$ cat src/rtl/stepctl_pkg.sv
package stepctl_pkg;
  localparam int GPRS    = 4;
  localparam int GPR_W   = $clog2(GPRS);
  localparam int INSTR_W = 8;
  localparam int ALU_W   = 3;
  localparam int STEPS   = 7;
  localparam int STEP_W  = $clog2(STEPS);

  localparam int EN_IAR = GPRS;
  localparam int EN_ACC = GPRS + 1;
  localparam int EN_RAM = GPRS + 2;
  localparam int EN_W   = GPRS + 3;

  localparam int SET_MAR = GPRS;
  localparam int SET_IAR = GPRS + 1;
  localparam int SET_IR  = GPRS + 2;
  localparam int SET_TMP = GPRS + 3;
  localparam int SET_ACC = GPRS + 4;
  localparam int SET_W   = GPRS + 5;

  localparam logic [ALU_W-1:0] ALU_ADD = 3'b000;
  localparam logic [ALU_W-1:0] ALU_INC = 3'b111;

  typedef enum logic [1:0] {
    K_IDLE = 2'd0,
    K_ALU  = 2'd1,
    K_LOAD = 2'd2,
    K_JMPR = 2'd3
  } instr_kind_e;
endpackage

$ cat src/rtl/stepctl_stepper.sv
module stepctl_stepper
  import stepctl_pkg::*;
#(
  parameter int N_STEPS = STEPS,
  localparam int SW     = $clog2(N_STEPS)
) (
  input  logic            clk,
  input  logic            rst_n,
  output logic [SW-1:0]   step_idx,
  output logic [N_STEPS-1:0] step_oh
);
  localparam logic [SW-1:0] LAST = SW'(N_STEPS - 1);

  logic [SW-1:0] step_q, step_d;

  always_comb begin
    if (step_q == LAST) step_d = '0;
    else                step_d = step_q + 1'b1;
  end

  always_ff @(posedge clk or negedge rst_n) begin
    if (!rst_n) step_q <= '0;
    else        step_q <= step_d;
  end

  assign step_idx = step_q;

  for (genvar i = 0; i < N_STEPS; i++) begin : g_oh
    assign step_oh[i] = (step_q == SW'(i));
  end

  assert_step_wrap_R1: assert property (@(posedge clk) disable iff (!rst_n)
    (step_q == LAST) |=> (step_q == '0));
  assert_step_adv_R1: assert property (@(posedge clk) disable iff (!rst_n)
    (step_q != LAST) |=> (step_q == $past(step_q) + 1'b1));
endmodule

$ cat src/rtl/stepctl_instr_decode.sv
module stepctl_instr_decode
  import stepctl_pkg::*;
#(
  parameter int IW = INSTR_W
) (
  input  logic [IW-1:0]    ir_byte,
  output instr_kind_e      kind,
  output logic [GPR_W-1:0] ra,
  output logic [GPR_W-1:0] rb,
  output logic [ALU_W-1:0] op
);
  assign ra = ir_byte[2*GPR_W-1:GPR_W];
  assign rb = ir_byte[GPR_W-1:0];
  assign op = ir_byte[IW-2:IW-1-ALU_W];

  always_comb begin
    if (ir_byte[IW-1])                          kind = K_ALU;
    else if (ir_byte[IW-1:4] == 4'b0000)        kind = K_LOAD;
    else if (ir_byte[IW-1:2] == 6'b0011_00)     kind = K_JMPR;
    else                                        kind = K_IDLE;
  end
endmodule

$ cat src/rtl/stepctl_action_table.sv
module stepctl_action_table
  import stepctl_pkg::*;
(
  input  logic [STEP_W-1:0] step_idx,
  input  instr_kind_e       kind,
  input  logic [GPR_W-1:0]  ra,
  input  logic [GPR_W-1:0]  rb,
  input  logic [ALU_W-1:0]  op,
  output logic [EN_W-1:0]   bus_en,
  output logic [SET_W-1:0]  bus_set,
  output logic [ALU_W-1:0]  alu_sel
);
  always_comb begin
    bus_en  = '0;
    bus_set = '0;
    alu_sel = ALU_ADD;
    case (step_idx)
      3'd0: begin
        bus_en[EN_IAR]   = 1'b1;
        bus_set[SET_MAR] = 1'b1;
        bus_set[SET_ACC] = 1'b1;
        alu_sel          = ALU_INC;
      end
      3'd1: begin
        bus_en[EN_RAM]  = 1'b1;
        bus_set[SET_IR] = 1'b1;
      end
      3'd2: begin
        bus_en[EN_ACC]   = 1'b1;
        bus_set[SET_IAR] = 1'b1;
      end
      3'd3: begin
        case (kind)
          K_ALU:  begin bus_en[ra] = 1'b1; bus_set[SET_TMP] = 1'b1; end
          K_LOAD: begin bus_en[ra] = 1'b1; bus_set[SET_MAR] = 1'b1; end
          K_JMPR: begin bus_en[rb] = 1'b1; bus_set[SET_IAR] = 1'b1; end
          default: ;
        endcase
      end
      3'd4: begin
        case (kind)
          K_ALU: begin
            bus_en[rb]       = 1'b1;
            bus_set[SET_ACC] = 1'b1;
            alu_sel          = op;
          end
          K_LOAD: begin bus_en[EN_RAM] = 1'b1; bus_set[rb] = 1'b1; end
          default: ;
        endcase
      end
      3'd5: begin
        if (kind == K_ALU) begin
          bus_en[EN_ACC] = 1'b1;
          bus_set[rb]    = 1'b1;
        end
      end
      default: ;
    endcase
  end
endmodule

$ cat src/rtl/stepctl_top.sv
module stepctl_top
  import stepctl_pkg::*;
(
  input  logic               clk,
  input  logic               rst_n,
  input  logic [INSTR_W-1:0] ir_byte,
  output logic [STEPS-1:0]   step_oh,
  output logic [EN_W-1:0]    bus_en,
  output logic [SET_W-1:0]   bus_set,
  output logic [ALU_W-1:0]   alu_sel
);
  logic [STEP_W-1:0] step_idx;
  instr_kind_e       kind;
  logic [GPR_W-1:0]  ra, rb;
  logic [ALU_W-1:0]  op;

  stepctl_stepper #(.N_STEPS(STEPS)) u_stepper (
    .clk(clk), .rst_n(rst_n), .step_idx(step_idx), .step_oh(step_oh)
  );

  stepctl_instr_decode #(.IW(INSTR_W)) u_decode (
    .ir_byte(ir_byte), .kind(kind), .ra(ra), .rb(rb), .op(op)
  );

  stepctl_action_table u_table (
    .step_idx(step_idx), .kind(kind), .ra(ra), .rb(rb), .op(op),
    .bus_en(bus_en), .bus_set(bus_set), .alu_sel(alu_sel)
  );

  assert_bus_single_R10: assert property (@(posedge clk) disable iff (!rst_n)
    $onehot0(bus_en));
  assert_fetch_inc_R2: assert property (@(posedge clk) disable iff (!rst_n)
    step_oh[0] |-> (alu_sel == ALU_INC) && bus_en[EN_IAR] && bus_set[SET_ACC]);
  assert_ir_capture_R3: assert property (@(posedge clk) disable iff (!rst_n)
    step_oh[1] |-> bus_en[EN_RAM] && bus_set[SET_IR]);
  assert_last_idle_R8: assert property (@(posedge clk) disable iff (!rst_n)
    step_oh[STEPS-1] |-> (bus_en == '0) && (bus_set == '0));
  assert_alu_quiet_R11: assert property (@(posedge clk) disable iff (!rst_n)
    (alu_sel != ALU_ADD) |-> bus_set[SET_ACC]);
endmodule

$ cat config.mk
export PLATFORM = sky130hd
export DESIGN_NAME = stepctl_top
export DESIGN_NICKNAME = d
export VERILOG_FILES = /design/src/rtl/stepctl_pkg.sv /design/src/rtl/stepctl_stepper.sv /design/src/rtl/stepctl_instr_decode.sv /design/src/rtl/stepctl_action_table.sv /design/src/rtl/stepctl_top.sv
export SDC_FILE = /design/constraint.sdc
export NUM_CORES = 1
export LEC_CHECK = 0
export BUFFER_PORTS_ARGS = -buffer_cell sky130_fd_sc_hd__buf_2
export CAP_MARGIN = 15
export CELL_PAD_IN_SITES_DETAIL_PLACEMENT = 1
export CELL_PAD_IN_SITES_GLOBAL_PLACEMENT = 2
export CORE_MARGIN = 2
export CORE_UTILIZATION = 20
export CTS_BUF_LIST = sky130_fd_sc_hd__clkbuf_2 sky130_fd_sc_hd__clkbuf_4 sky130_fd_sc_hd__clkbuf_8
export DETAILED_ROUTE_END_ITERATION = 12
export PLACE_DENSITY = 0.85
export SKIP_LAST_GASP = 1
export SLEW_MARGIN = 10
export SYNTH_ARGS = -nofsm -noshare
export SYNTH_HDL_FRONTEND = slang
export SYNTH_SLANG_ARGS = --single-unit
$ cat constraint.sdc
create_clock -name clk -period 1.6 [get_ports clk]
set_clock_uncertainty 0.05 [all_clocks]
set_input_delay 0.08 -clock clk [delete_from_list [all_inputs] [get_ports clk]]
set_output_delay 0.08 -clock clk [all_outputs]
set_load 0.005 [all_outputs]
Word level (Yosys, flattened, before mapping) --
Cells that the tools add are included. Widths: inputs -> output; s select.
Word-level totals: register bits after elaboration 3, output and inout bits 26
Cells by class: muxes and demuxes 29, eq/ne operators 10, add/sub/neg operators 1, reduce and logical (&&, ||, !) cells 6, $lt $le $gt $ge 5
Operators by type and width (count):
- $pmux 4 s2 | 3
- $pmux 1 s3 | 5
- $mux 4 | 3
- $pmux 1 s4 | 3
- $eq 3x3->1 const B | 3
- $lt 2x4->1 const B | 2
- $demux 1 s2 | 3
- $eq 3x2->1 const B | 2
- $eq 6x4->1 const B | 1
- $mux 1 | 6
- $mux 2 | 3
- $mux 3 | 2
- $pmux 3 s2 | 1
- $lt 2x5->1 const B | 1
- $eq 2x2->1 const B | 2
- $ge 2x1->1 const B | 2
- $logic_not 4->1 | 1
- $add 3x1->3 const B | 1
- $eq 3x1->1 const B | 1
- $logic_and 1x1->1 | 3
- $logic_not 3->1 | 1
- $eq 2x1->1 const B | 1
- $reduce_or 2->1 | 1

Longest topological paths before layout --
depth in word-level cells 8, depth in mapped cells 8

Cells and area by module --
A second synthesis with hierarchy kept.
Second synthesis, totals: cell total of the unflattened synthesis 80, area, all modules 605.6 µm²
By module, submodules not included:
- stepctl_action_table | instances 1, sequential area each 0.0 µm², area an instance 354.1 µm², cells each 53
- stepctl_stepper | instances 1, sequential area each 75.1 µm², area an instance 161.4 µm², cells each 16
- stepctl_instr_decode | instances 1, sequential area each 0.0 µm², area an instance 90.1 µm², cells each 11

Worst setup path after synthesis --
Ideal clock, no wire load.
path type input -> output, from input port ir_byte[5], to output port bus_en[0], stages 6, path buffers 0, data arrival time 1.431 ns, setup slack 0.039 ns, path through nor4bb_1 nor2b_1 or2_2 ha_1 or3_1 o32ai_1
On the way: longest elaborated chain between the ends 8
RTL lines:
- start: declaration | line stepctl_top.sv:6 | input logic [INSTR_W-1:0] ir_byte,
- $eq 6x4->1 | line stepctl_instr_decode.sv:19 | else if (ir_byte[IW-1:2] == 6'b0011_00) kind = K_JMPR;
- $mux 2 | line stepctl_instr_decode.sv:19
- $mux 2 (*) | line stepctl_instr_decode.sv:18 | else if (ir_byte[IW-1:4] == 4'b0000) kind = K_LOAD;
- $mux 2 (*) | line stepctl_instr_decode.sv:17 | if (ir_byte[IW-1]) kind = K_ALU;
- $eq 2x2->1 or $eq 2x1->1 (tied branches) | line stepctl_action_table.sv:33, stepctl_action_table.sv:41
- $reduce_or 2->1 (no line)
- $pmux 4 s2 | line stepctl_action_table.sv:33 | case (kind)
- $pmux 4 s2 (*) | line stepctl_action_table.sv:17 | case (step_idx)
- end: declaration | line stepctl_top.sv:8 | output logic [EN_W-1:0] bus_en,
Mark *: on every way between the ends. The rest lies on a longest branch, timed or not.

Worst setup path in the final report --
from register u_stepper.step_q[2], in the netlist u_stepper.step_idx[2], to output port bus_en[0]
On the way: longest elaborated chain between the ends 2
RTL lines:
- start: declaration | line stepctl_stepper.sv:14 | logic [SW-1:0] step_q, step_d;
- start signal: assignment | line stepctl_stepper.sv:23 | else step_q <= step_d;
- $eq 3x3->1 or $eq 3x2->1 (tied branches) | line stepctl_action_table.sv:17
- $pmux 4 s2 (*) | line stepctl_action_table.sv:17
Marks and branches as above.

==> impl_metrics.ini <==
[yosys]
synth_cell_types = 30
synth_area_um2 = 533
synth_seq_cells = 3
syn-num-nets = 93
synth_seq_area_share_pct = 14.1
ys_warn_count = 0
synthCells = 78
post_synth.cell_area_avg_um2 = 6.83

[routing]
drt_iter0_drc = 2
drcViolationCount = 0
drt_pass1_iterations = 3
ant_nets = 0
wl_per_cell_um = 15.5
routed_wl_um = 2510
routed_via_density = 4.78
vias = 774

[placed_design]
dp_hpwl_um = 1640
pre_cts_ws_ps = -364
dpl.cell_count = 155
gp_congestion = 0.779
port_buffers = 35

[timing]
hold_viol_final = 0
tightest_slew_ps = 333
setup_ws_ps = -223
relSlewSlack_pct = 77.8
finalSetupTns_ps = -841
slew_viol_final = 0
max_freq_ghz = 0.548
timing.final.crit_share_pct = 114
period_needed_ps = 1820
setup_violations = 9
rsz0062_at_grt = yes

[clock_tree]
clkTransAtPathRegs_ps = 40
clkLatencyLatePin_ps = 250
root_buffer = clkbuf_4
cts_buffer_depth = 2
cts.htree.levels = 1
cts_sinks = 3
numCtsBuffers = 3
cts_tree = yes

[critical_path]
rr_worst_depth = 4
crit_chain = buf_4 -> nor2b_1 -> a32oi_2 -> o32ai_2 -> buf_2
crit_fanout = 10
critPathRequiredTime_ps = 1470
cp-start-kind = flop
slowest_stage = dfrtp_1
critPathCaptureType = output port
critical-path-max-stage-delay_ps = 350
path_class = flop to output port
crit_path_start = u_stepper.step_idx[2]
cp.arrival_ps = 1690
r2r_start = u_stepper.step_idx[0]

[run_status]
status = finished with violations
violations = negative setup slack

[power]
power_density_nw_per_um2 = 322
sw_frac_of_total_pct = 30.8
power.internal_uw = 258
power_frac_seq_pct = 20.5
p_leak_nw = 0.590
clkPwrFrac_pct = 44.8
switching_power_uw = 115
finalPower_uw = 372
ir_worst_vdd_mv = 0.185
pwr-share-comb_pct = 34.8

[grt]
grt_pass1_wl_um = 3910
top_usage_layer = met2
grt_pass1_vias = 833
grt_max_degree = 12
grt.met3_usage_pct = 0.930
grtUsageMet2_pct = 30.6
antenna_found_initial = 0
overflow = 0
track_usage_pct = 16.0
grtUsageMet1_pct = 18.3

[cells_and_area]
n_antenna_cell = 0
fin_util_pct = 46.3
fin_nets = 148
largest_reg_flops = 3
areaGrowthSynthToFinish_pct = 117
post_layout_nonfiller_instances = 162
layout-drive-gt1-share_pct = 68.9

[die]
initial_core_util_pct = 21.3
die_h_um = 55.6
fp.coreArea_um2 = 2500
die_w_um = 55.6
pin_count = 36
die_area_um2 = 3090
fp-row-count = 18

[flow_run]
drv_cap = 0

[worst_hold_path]
hp-class = input pin to asynchronous set/reset pin
## timing repair
action | in CTS | in global routing
gates cloned | 0 | 0
gates resized for setup | 42 | 17
setup endpoints to repair | 11 | 13
hold buffers | 1 | 0
hold endpoints to repair | 3 | 0
buffers inserted | 4 | 2
pin swaps | 13 | 12
## synthesized netlist by cell type
master	number	area (um^2)
o32ai_1	2	17.5
buf_2	1	5.00
dfrtp_1	3	75.1
and2_0	1	6.26
nor4bb_1	1	10.0
mux2i_1	1	10.0
buf_1	1	3.75
o21ai_0	3	15.0
inv_1	6	22.5
and3_1	2	12.5
nand2_1	5	18.8
nor3b_1	1	7.51
nor2b_1	4	25.0
nand3b_1	1	7.51
a21o_1	3	22.5
a32oi_1	1	8.76
nor3_1	4	20.0
nand2b_1	4	25.0
buf_4	3	22.5
or3_1	1	6.26
or2_2	2	12.5
nand3_1	1	5.00
a41o_1	1	10.0
and3b_1	1	8.76
clkbuf_1	1	3.75
nor2_1	10	37.5
ha_1	5	62.6
a21oi_1	6	30.0
o41ai_1	1	8.76
and2_1	2	12.5
## per-stage QoR
stage / hold slack (ps) / instance area, um^2
global route: 159 / 1160
floorplan: -266 / 533
CTS: 97.9 / 1100
global placement: -177 / 846
finish: 135 / 1160
detailed placement: -172 / 846
## worst paths after layout
kind | slack [ps] | endpoint
worst max-delay path | -220 | bus_en[0]
worst min register to register | 620 | u_stepper.step_idx[0]
min in group clk | 440 | bus_set[0]
worst min-delay path | 140 | u_stepper.step_idx[2]
worst max register to register | 440 | u_stepper.step_idx[1]
max in group asynchronous | 1250 | u_stepper.step_idx[1]
## kinds of logic (layout without fill, tap and decap cells)
group	count (synthesis)	after routing	synth area share [%]
simple gates	40	40	40.4
compound gates	17	17	21.1
fa+ha+maj	5	5	11.7
mux	1	1	1.88
flops	3	3	14.1
buf+inv	12	66	10.8
## critical path, delay by kind of cell, from the launching register on
family          cells  cell delay [ps]
flops               1              350
buf+inv             2              340
compound gates      2              420
simple gates        1              330
## layout make-up
type | count | area (um^2)
inverters | 6 | 25.0
repair buffers | 56 | 393
flip-flops and latches | 3 | 75.1
well taps | 30 | 37.5
clock buffers | 4 | 30.0
fillers | 317 | 1340
multi-input cells | 63 | 597
## power by group through the flow
stage	Sequential [mW]	Clock (mW)	Combinational [mW]
floorplan	0.0773	0	0.0273
global placement	0.0773	0	0.0705
detailed placement	0.0773	0	0.0738
CTS	0.0763	0.167	0.115
global route	0.0762	0.171	0.140
finish	0.0762	0.167	0.129
## routing by layer
metal  vias up  routed length (um)
met3         4                  75
met5         -                   0
met2        22                1430
met4         0                  27
li1        374                   -
met1       374                 971
## cell usage in the layout (no fill, tap or decap), drive strengths merged, types with 3 or more instances in the layout
| cell type | synthesis | layout |
|---|---|---|
| ha | 5 | 5 |
| a21o | 3 | 3 |
| a21oi | 6 | 6 |
| inv | 6 | 6 |
| nor2 | 10 | 10 |
| nor2b | 4 | 4 |
| buf | 5 | 55 |
| o21ai | 3 | 3 |
| nor3 | 4 | 4 |
| and2 | 3 | 3 |
| nand2b | 4 | 4 |
| nand2 | 5 | 5 |
| dfrtp | 3 | 3 |
| clkbuf | 1 | 4 |
Note: power is estimated with default switching activity, not from simulation.
